--- config.mk ---
export PLATFORM = sky130hd
export DESIGN_NAME = disp_ctl_top
export DESIGN_NICKNAME = d
export VERILOG_FILES = /design/src/rtl/disp_ctl_pkg.sv /design/src/rtl/disp_ctl_regs.sv /design/src/rtl/disp_ctl_mode_lut.sv /design/src/rtl/disp_ctl_width_div.sv /design/src/rtl/disp_ctl_query.sv /design/src/rtl/disp_ctl_top.sv
export SDC_FILE = /design/constraint.sdc
export NUM_CORES = 1
export LEC_CHECK = 0
export ABC_AREA = 1
export BUFFER_PORTS_ARGS = -buffer_cell sky130_fd_sc_hd__buf_2
export CORE_ASPECT_RATIO = 1.4
export CORE_MARGIN = 2
export CORE_UTILIZATION = 45
export CTS_CLUSTER_DIAMETER = 30
export DETAILED_ROUTE_END_ITERATION = 7
export PLACE_DENSITY = 0.65
export SETUP_SLACK_MARGIN = 0.02
export SYNTH_ARGS = -nofsm -noshare
export SYNTH_HDL_FRONTEND = slang
export SYNTH_SLANG_ARGS = --single-unit
--- constraint.sdc ---
create_clock -name clk -period 5.6 [get_ports clk]
set_input_delay 0.84 -clock clk [delete_from_list [all_inputs] [get_ports clk]]
set_output_delay 0.84 -clock clk [all_outputs]
set_load 0.05 [all_outputs]
--- src/rtl/disp_ctl_pkg.sv ---
package disp_ctl_pkg;

    localparam int DATA_W   = 32;
    localparam int CMD_W    = 8;
    localparam int NREG     = 16;
    localparam int IDX_W    = $clog2(NREG);
    localparam int HPOS_W   = 12;
    localparam int VPOS_W   = 10;
    localparam int START_W  = 10;
    localparam int HRES_W   = 10;
    localparam int VRES_W   = 9;
    localparam int SPAN     = 2560;
    localparam int EXT_LO   = 2;
    localparam int EXT_HI   = 7;
    localparam int EXT_N    = EXT_HI - EXT_LO + 1;
    localparam int EXT_W    = 20;
    localparam int SEL_W    = 4;

    localparam logic [DATA_W-1:0] STATUS_RST = 32'h1480_2000;

    localparam int BLANK_BIT = 23;
    localparam int DIR_LO    = 29;
    localparam int DIR_HI    = 30;
    localparam int MODE_LO   = 16;
    localparam int MODE_HI   = 22;
    localparam int HSEL_LO   = 16;
    localparam int VSEL_LO   = 19;

    localparam logic [CMD_W-1:0] CMD_RESET  = 8'h00;
    localparam logic [CMD_W-1:0] CMD_BLANK  = 8'h03;
    localparam logic [CMD_W-1:0] CMD_DIR    = 8'h04;
    localparam logic [CMD_W-1:0] CMD_START  = 8'h05;
    localparam logic [CMD_W-1:0] CMD_HWIN   = 8'h06;
    localparam logic [CMD_W-1:0] CMD_VWIN   = 8'h07;
    localparam logic [CMD_W-1:0] CMD_MODE   = 8'h08;
    localparam logic [CMD_W-1:0] CMD_QUERY  = 8'h10;
    localparam logic [SEL_W-1:0] SEL_ALIAS  = 4'h8;
    localparam int               ALIAS_IDX  = 5;

    typedef struct packed {
        logic [CMD_W-1:0]        cmd;
        logic [DATA_W-CMD_W-1:0] arg;
    } wr_word_t;

    typedef struct packed {
        logic [START_W-1:0] sx;
        logic [START_W-1:0] sy;
        logic [HPOS_W-1:0]  hs;
        logic [HPOS_W-1:0]  he;
        logic [VPOS_W-1:0]  vs;
        logic [VPOS_W-1:0]  ve;
    } geom_t;

    typedef enum logic [1:0] {
        DIV_IDLE,
        DIV_LOAD,
        DIV_RUN
    } div_state_e;

    function automatic logic [HRES_W-1:0] hres_lut(input logic [2:0] code);
        case (code)
            3'd0:        return HRES_W'(256);
            3'd1:        return HRES_W'(368);
            3'd2:        return HRES_W'(320);
            3'd3:        return HRES_W'(384);
            3'd4, 3'd5:  return HRES_W'(512);
            default:     return HRES_W'(640);
        endcase
    endfunction

    function automatic logic [VRES_W-1:0] vres_lut(input logic [1:0] code);
        case (code)
            2'd0:    return VRES_W'(240);
            2'd2:    return VRES_W'(256);
            default: return VRES_W'(480);
        endcase
    endfunction

endpackage

--- src/rtl/disp_ctl_regs.sv ---
module disp_ctl_regs
    import disp_ctl_pkg::*;
(
    input  logic              clk,
    input  logic              rst,
    input  logic              wr_en,
    input  logic [DATA_W-1:0] wr_data,
    output logic [DATA_W-1:0] status,
    output geom_t             geom,
    output logic              recalc
);

    logic [DATA_W-1:0] kept [NREG];
    wr_word_t          w;
    logic [IDX_W-1:0]  idx;
    logic              in_file;
    logic              repeat_word;
    logic              exempt;
    logic              accept;

    assign w           = wr_data;
    assign idx         = w.cmd[IDX_W-1:0];
    assign in_file     = (w.cmd[CMD_W-1:IDX_W] == '0);
    assign repeat_word = (kept[idx] == wr_data);
    assign exempt      = (w.cmd == CMD_RESET) || (w.cmd == CMD_START);
    assign accept      = wr_en && in_file && (exempt || !repeat_word);

    // restart the width path whenever its inputs may have moved
    assign recalc = accept &&
                    ((w.cmd == CMD_RESET) || (w.cmd == CMD_HWIN) || (w.cmd == CMD_MODE));

    always_ff @(posedge clk) begin
        if (rst) begin
            for (int i = 0; i < NREG; i++) begin
                kept[i] <= '0;
            end
            status <= STATUS_RST;
            geom   <= '0;
        end else if (accept) begin
            if (w.cmd == CMD_RESET) begin
                for (int i = 0; i < NREG; i++) begin
                    kept[i] <= '0;
                end
                status <= STATUS_RST;
                geom   <= '0;
            end else begin
                kept[idx] <= wr_data;
                case (w.cmd)
                    CMD_BLANK: status[BLANK_BIT] <= w.arg[0];
                    CMD_DIR:   status[DIR_HI:DIR_LO] <= w.arg[1:0];
                    CMD_START: begin
                        geom.sx <= w.arg[START_W-1:0];
                        geom.sy <= w.arg[2*START_W-1:START_W];
                    end
                    CMD_HWIN: begin
                        geom.hs <= w.arg[HPOS_W-1:0];
                        geom.he <= w.arg[2*HPOS_W-1:HPOS_W];
                    end
                    CMD_VWIN: begin
                        geom.vs <= w.arg[VPOS_W-1:0];
                        geom.ve <= w.arg[2*VPOS_W-1:VPOS_W];
                    end
                    CMD_MODE:  status[MODE_HI:MODE_LO] <= {w.arg[5:0], w.arg[6]};
                    default: ;
                endcase
            end
        end
    end

endmodule

--- src/rtl/disp_ctl_mode_lut.sv ---
module disp_ctl_mode_lut
    import disp_ctl_pkg::*;
(
    input  logic [2:0]        hsel,
    input  logic [1:0]        vsel,
    output logic [HRES_W-1:0] hres,
    output logic [VRES_W-1:0] vres
);

    always_comb begin
        hres = hres_lut(hsel);
        vres = vres_lut(vsel);
    end

endmodule

--- src/rtl/disp_ctl_width_div.sv ---
module disp_ctl_width_div
    import disp_ctl_pkg::*;
#(
    parameter int POS_W  = HPOS_W,
    parameter int RES_W  = HRES_W,
    parameter int DIVSOR = SPAN
) (
    input  logic             clk,
    input  logic             rst,
    input  logic             start,
    input  logic [POS_W-1:0] h_lo,
    input  logic [POS_W-1:0] h_hi,
    input  logic [RES_W-1:0] res,
    output logic [RES_W-1:0] width,
    output logic             done
);

    localparam int QW = RES_W;
    localparam int PW = POS_W + RES_W;
    localparam int CW = $clog2(QW);

    div_state_e      st;
    logic [POS_W:0]  diff;
    logic            in_span;
    logic [PW-1:0]   prod;
    logic [PW-1:0]   rem;
    logic [PW-1:0]   dsh;
    logic [QW-1:0]   q;
    logic [QW-1:0]   q_nx;
    logic [CW-1:0]   cnt;
    logic            take;

    assign diff    = {1'b0, h_hi} - {1'b0, h_lo};
    assign in_span = !diff[POS_W] && (diff != '0) && (diff < (POS_W+1)'(DIVSOR));
    assign prod    = PW'(diff[POS_W-1:0]) * PW'(res);
    assign dsh     = PW'(DIVSOR) << cnt;
    assign take    = (rem >= dsh);

    always_comb begin
        q_nx      = q;
        q_nx[cnt] = take;
    end

    always_ff @(posedge clk) begin
        if (rst) begin
            st    <= DIV_LOAD;
            done  <= 1'b0;
            width <= '0;
            rem   <= '0;
            q     <= '0;
            cnt   <= '0;
        end else if (start) begin
            st   <= DIV_LOAD;
            done <= 1'b0;
        end else begin
            case (st)
                DIV_LOAD: begin
                    if (!in_span) begin
                        width <= res;
                        done  <= 1'b1;
                        st    <= DIV_IDLE;
                    end else begin
                        rem <= prod;
                        q   <= '0;
                        cnt <= CW'(QW - 1);
                        st  <= DIV_RUN;
                    end
                end
                DIV_RUN: begin
                    if (take) begin
                        rem <= rem - dsh;
                    end
                    q <= q_nx;
                    if (cnt == '0) begin
                        width <= q_nx;
                        done  <= 1'b1;
                        st    <= DIV_IDLE;
                    end else begin
                        cnt <= cnt - 1'b1;
                    end
                end
                default: ;
            endcase
        end
    end

endmodule

--- src/rtl/disp_ctl_query.sv ---
module disp_ctl_query
    import disp_ctl_pkg::*;
(
    input  logic                   clk,
    input  logic                   rst,
    input  logic                   wr_en,
    input  logic [CMD_W-1:0]       cmd,
    input  logic [SEL_W-1:0]       sel,
    input  logic [EXT_N*EXT_W-1:0] ext_regs,
    output logic [DATA_W-1:0]      readback
);

    logic [EXT_W-1:0] word [EXT_N];
    logic             is_query;
    logic             hit;
    logic [EXT_W-1:0] pick;

    for (genvar k = 0; k < EXT_N; k++) begin : g_unpack
        assign word[k] = ext_regs[k*EXT_W +: EXT_W];
    end

    assign is_query = (cmd[CMD_W-1:SEL_W] == CMD_QUERY[CMD_W-1:SEL_W]);

    always_comb begin
        hit  = 1'b0;
        pick = '0;
        for (int k = 0; k < EXT_N; k++) begin
            if (sel == SEL_W'(k + EXT_LO)) begin
                hit  = 1'b1;
                pick = word[k];
            end
        end
        if (sel == SEL_ALIAS) begin
            hit  = 1'b1;
            pick = word[ALIAS_IDX - EXT_LO];
        end
    end

    always_ff @(posedge clk) begin
        if (rst) begin
            readback <= '0;
        end else if (wr_en && is_query && hit) begin
            readback <= DATA_W'(pick);
        end
    end

endmodule

--- src/rtl/disp_ctl_top.sv ---
module disp_ctl_top
    import disp_ctl_pkg::*;
(
    input  logic                   clk,
    input  logic                   rst,
    input  logic                   wr_en,
    input  logic [DATA_W-1:0]      wr_data,
    input  logic [EXT_N*EXT_W-1:0] ext_regs,
    output logic [DATA_W-1:0]      status,
    output logic [DATA_W-1:0]      readback,
    output logic [START_W-1:0]     disp_x,
    output logic [START_W-1:0]     disp_y,
    output logic [VPOS_W-1:0]      vstart,
    output logic [VPOS_W-1:0]      vend,
    output logic [HRES_W-1:0]      hres,
    output logic [VRES_W-1:0]      vres,
    output logic [HRES_W-1:0]      width,
    output logic                   width_valid
);

    geom_t geom;
    logic  recalc;

    disp_ctl_regs u_regs (
        .clk     (clk),
        .rst     (rst),
        .wr_en   (wr_en),
        .wr_data (wr_data),
        .status  (status),
        .geom    (geom),
        .recalc  (recalc)
    );

    disp_ctl_mode_lut u_lut (
        .hsel (status[HSEL_LO+2:HSEL_LO]),
        .vsel (status[VSEL_LO+1:VSEL_LO]),
        .hres (hres),
        .vres (vres)
    );

    disp_ctl_width_div #(
        .POS_W  (HPOS_W),
        .RES_W  (HRES_W),
        .DIVSOR (SPAN)
    ) u_div (
        .clk   (clk),
        .rst   (rst),
        .start (recalc),
        .h_lo  (geom.hs),
        .h_hi  (geom.he),
        .res   (hres),
        .width (width),
        .done  (width_valid)
    );

    disp_ctl_query u_query (
        .clk      (clk),
        .rst      (rst),
        .wr_en    (wr_en),
        .cmd      (wr_data[DATA_W-1:DATA_W-CMD_W]),
        .sel      (wr_data[SEL_W-1:0]),
        .ext_regs (ext_regs),
        .readback (readback)
    );

    assign disp_x = geom.sx;
    assign disp_y = geom.sy;
    assign vstart = geom.vs;
    assign vend   = geom.ve;

endmodule

==> impl_metrics.csv <==
group,metric,value,unit
outcome,status,"complete, no violations",
final_layout,nNetsFinal,4762,
grt,grt_use_total,27.41,%
synthesis,ys_top_cells_by_area,"edfxtp_1 (45%), nand2_1 (17%), dfxtp_1 (8.2%)",
sta,rsz0062_at_grt,"yes",
clock_network,path_clk_slew,50,ps
final_layout,area_delta_synth_final,21.62,%
synthesis,yosysSeqAreaShare,53.13,%
sta,hold_slack,441.5,ps
route,routedWlPerCell,19.64,um
power,leakagePower,19.08,nW
synthesis,ys_warn_count,0,
clock_network,cts_tree,"done",
synthesis,synth_area_leader_cell,"edfxtp_1",
sta,slew_viol_final,0,
power,power_density,349.6,nW/um^2
synthesis,synth_seq_cells,652,
setup_path,cpLargestDelayFamily,"adder cells",
place,pre_cts_slack,-206.0,ps
power,p_sw_share,27.10,%
place,place_congestion,0.9257,
clock_network,root_buffer,"clkbuf_16",
setup_path,crit_slowest_cell,"fa_1",
power,p_int,10.60,mW
setup_path,path_buf_inv,6,
final_layout,drive_above_1_share,16.39,%
synthesis,async_reset_ff_share,0,%
die,ios,289,
job,maxCapViolCount,0,
route,drtIter0Drc,2603,
route,ant_nets,0,
synthesis,synthTopCellsByCount,"nand2_1 (1512), nor2_1 (642), edfxtp_1 (512)",
sta,finalHoldViolations,0,
place,portBuffers,246,
setup_path,arrival,5920,ps
power,finalPower,14.55,mW
power,clock_power_share,48.7,%
synthesis,syn-instance-count,4113,
clock_network,insertion_delay,690,ps
die,core,75190,um^2
sta,period_needed,5374,ps
setup_path,cp_max_fo,5,
synthesis,synth_edf_count,512,
power,combPwrFrac,12.7,%
min_path,min_path_type,"in -> reg",
route,wirelength,109100,um
setup_path,startpoint_type,"register",
route,via_count,28800,
setup_path,required,6140,ps
sta,setup_violations,0,
route,firstDrtPassIters,6,
clock_network,cts_buffers,113,
grt,grt_overflow_total,0,
grt,antenna_found_initial,5,
die,die_y,330.3,um
setup_path,slowest_delay,540,ps
power,peakVddDrop,0.2820,mV
grt,grt_pass1_vias,28170,
synthesis,synthFlopType,"edfxtp_1",
setup_path,worstSetupPathType,"reg -> reg",
sta,fin_skew,35.83,ps
clock_network,clk_path_buf_depth,3,
route,post-route-drc-count,0,
clock_network,clock-sinks,652,
die,die_w,237.0,um
grt,grt_pass1_wl,162100,um
grt,grt_max_degree,93,
synthesis,postSynthAreaPerCell,8.318,um^2
clock_network,cts-htree-levels,3,
sta,period_share,95.97,%
sta,tightest_slew,1005,ps
sta,relSlewSlack,32.50,%
synthesis,syn_area,34210,um^2
sta,fmax,186.1,MHz
synthesis,yosysUniqueCellTypes,45,
route,post_drt_via_cell_ratio,5.186,
power,p_seq_share,38.6,%
sta,final.setup.worst_slack,225.5,ps
final_layout,final_cells,5554,
synthesis,synth_most_common_cell,"nand2_1",
die,rows,119,
place,dp_hpwl,71330,um
setup_path,worst_setup_path_end_kind,"register",
clock_network,hold_buffers,0,
place,dp.cells,5330,
die,die_area,78280,um^2
power,p_sw,3.942,mW
die,start_util,45.50,%
synthesis,synth.top_cell.area_share,44.94,%
==> cells in the final DEF, fill, tap and decap left out, types with 7 or more instances in the layout <==
cell type   Yosys  routed
dfxtp_1       140     136
nor3_1         16      14
nand3_2         6       8
nand2_1      1512    1473
nor2_2          2      12
bufinv_16       0      14
clkinv_4        0      15
clkinvlp_4      0      10
clkinv_2        0      18
nor2_1        642     629
o2111ai_1      12      10
nand2_2        13      49
inv_2          12      16
o21ai_0       125     118
buf_12          0      20
edfxtp_1      512     512
a21oi_2         1      12
buf_4         108     125
ha_1           83      53
xor2_1         15      13
o21ai_1        24      28
nand4_1        35      35
o221ai_1        8       8
inv_1         265     258
nand3_1       113     111
a21oi_1       173     160
ha_4            0      27
clkbuf_16       0     119
conb_1          2     162
clkbuf_1       88       7
fa_1           42      40
inv_6           0      15
clkinv_1       20      29
buf_2          84     244
==> repair_timing <==
item | 4_1_cts | 5_1_grt
resized for setup | 17 | 95
hold endpoints to repair | 0 | 0
setup buffers | 0 | 5
pin swaps | 4 | 43
setup endpoints to repair | 8 | 9
==> worst min-delay path, cell delays in order <==
cell and delay (ps):
buf_2 80, a21oi_1 50, a21oi_1 100
==> cell type report <==
| cell class | count | area, um^2 |
|---|---|---|
| sequential | 652 | 18180 |
| fill | 6770 | 33580 |
| inverter | 297 | 1135 |
| multi-input combinational | 3028 | 14520 |
| timing repair buffer | 390 | 2571 |
| tap | 968 | 1211 |
| clock inverter | 87 | 952.2 |
| antenna | 4 | 10.01 |
| clock buffer | 128 | 3032 |
==> metrics by stage <==
stage / util, % / area (um^2) / TNS, ps
final: 55.34 / 41610 / 0
after global routing: 55.33 / 41600 / -126.4
after CTS: 54.65 / 41090 / 0
after detailed placement: 49.21 / 37000 / -544.0
after global placement: 49.21 / 37000 / -168.3
after floorplan: - / 34840 / 0
==> logic make-up (layout without fill, tap and decap cells) <==
logic type / Yosys count / count (layout) / share of synthesized area (%)
xor+xnor: 20 / 20 / 0.5120
compound gates: 366 / 366 / 5.734
flops: 652 / 652 / 53.13
buf+inv: 593 / 902 / 8.108
fa+ha+maj: 125 / 125 / 5.493
simple gates: 2355 / 2355 / 27.00
other cells: 2 / 166 / 0.02195
==> per-layer routing <==
layer | track usage [%] | vias up | part of all wire, %
met2 | 47.37 | 1261 | 49
met4 | 16.28 | 2 | 5.8
met3 | 4.137 | 327 | 8.0
met1 | 32.47 | 13480 | 37
li1 | - | 13730 | -
met5 | 0 | - | 0.013
==> worst paths after layout <==
kind | startpoint | endpoint | slack, ps | cells after the start
setup / recovery | u_regs.geom[20] | u_div.rem[20] | 230 | 34
setup reg to reg | u_regs.geom[20] | u_div.rem[20] | 230 | 34
hold / removal | ext_regs[106] | u_query.readback[6] | 440 | 3
hold reg to reg | u_div.rem[3] | u_div.rem[3] | 450 | 2
==> power by group through the flow <==
| stage | Combinational [mW] | Clock (mW) | Sequential, mW |
|---|---|---|---|
| after floorplan | 1.16 | 0 | 5.78 |
| after global placement | 1.80 | 0 | 5.70 |
| after detailed placement | 1.81 | 0 | 5.71 |
| after CTS | 1.83 | 7.15 | 5.62 |
| after global routing | 2.04 | 7.37 | 5.64 |
| final | 1.85 | 7.08 | 5.62 |
==> registers in the layout, indices dropped and copies added, names as in the netlist <==
name,count
u_regs.kept,512
u_div.q,10
u_regs.status,10
u_div.done,1
u_query.readback,20
u_div.width,10
u_div.rem,19
u_div.st,2
u_div.cnt,4
u_regs.geom,64
Note: power is estimated with default switching activity, not from simulation.
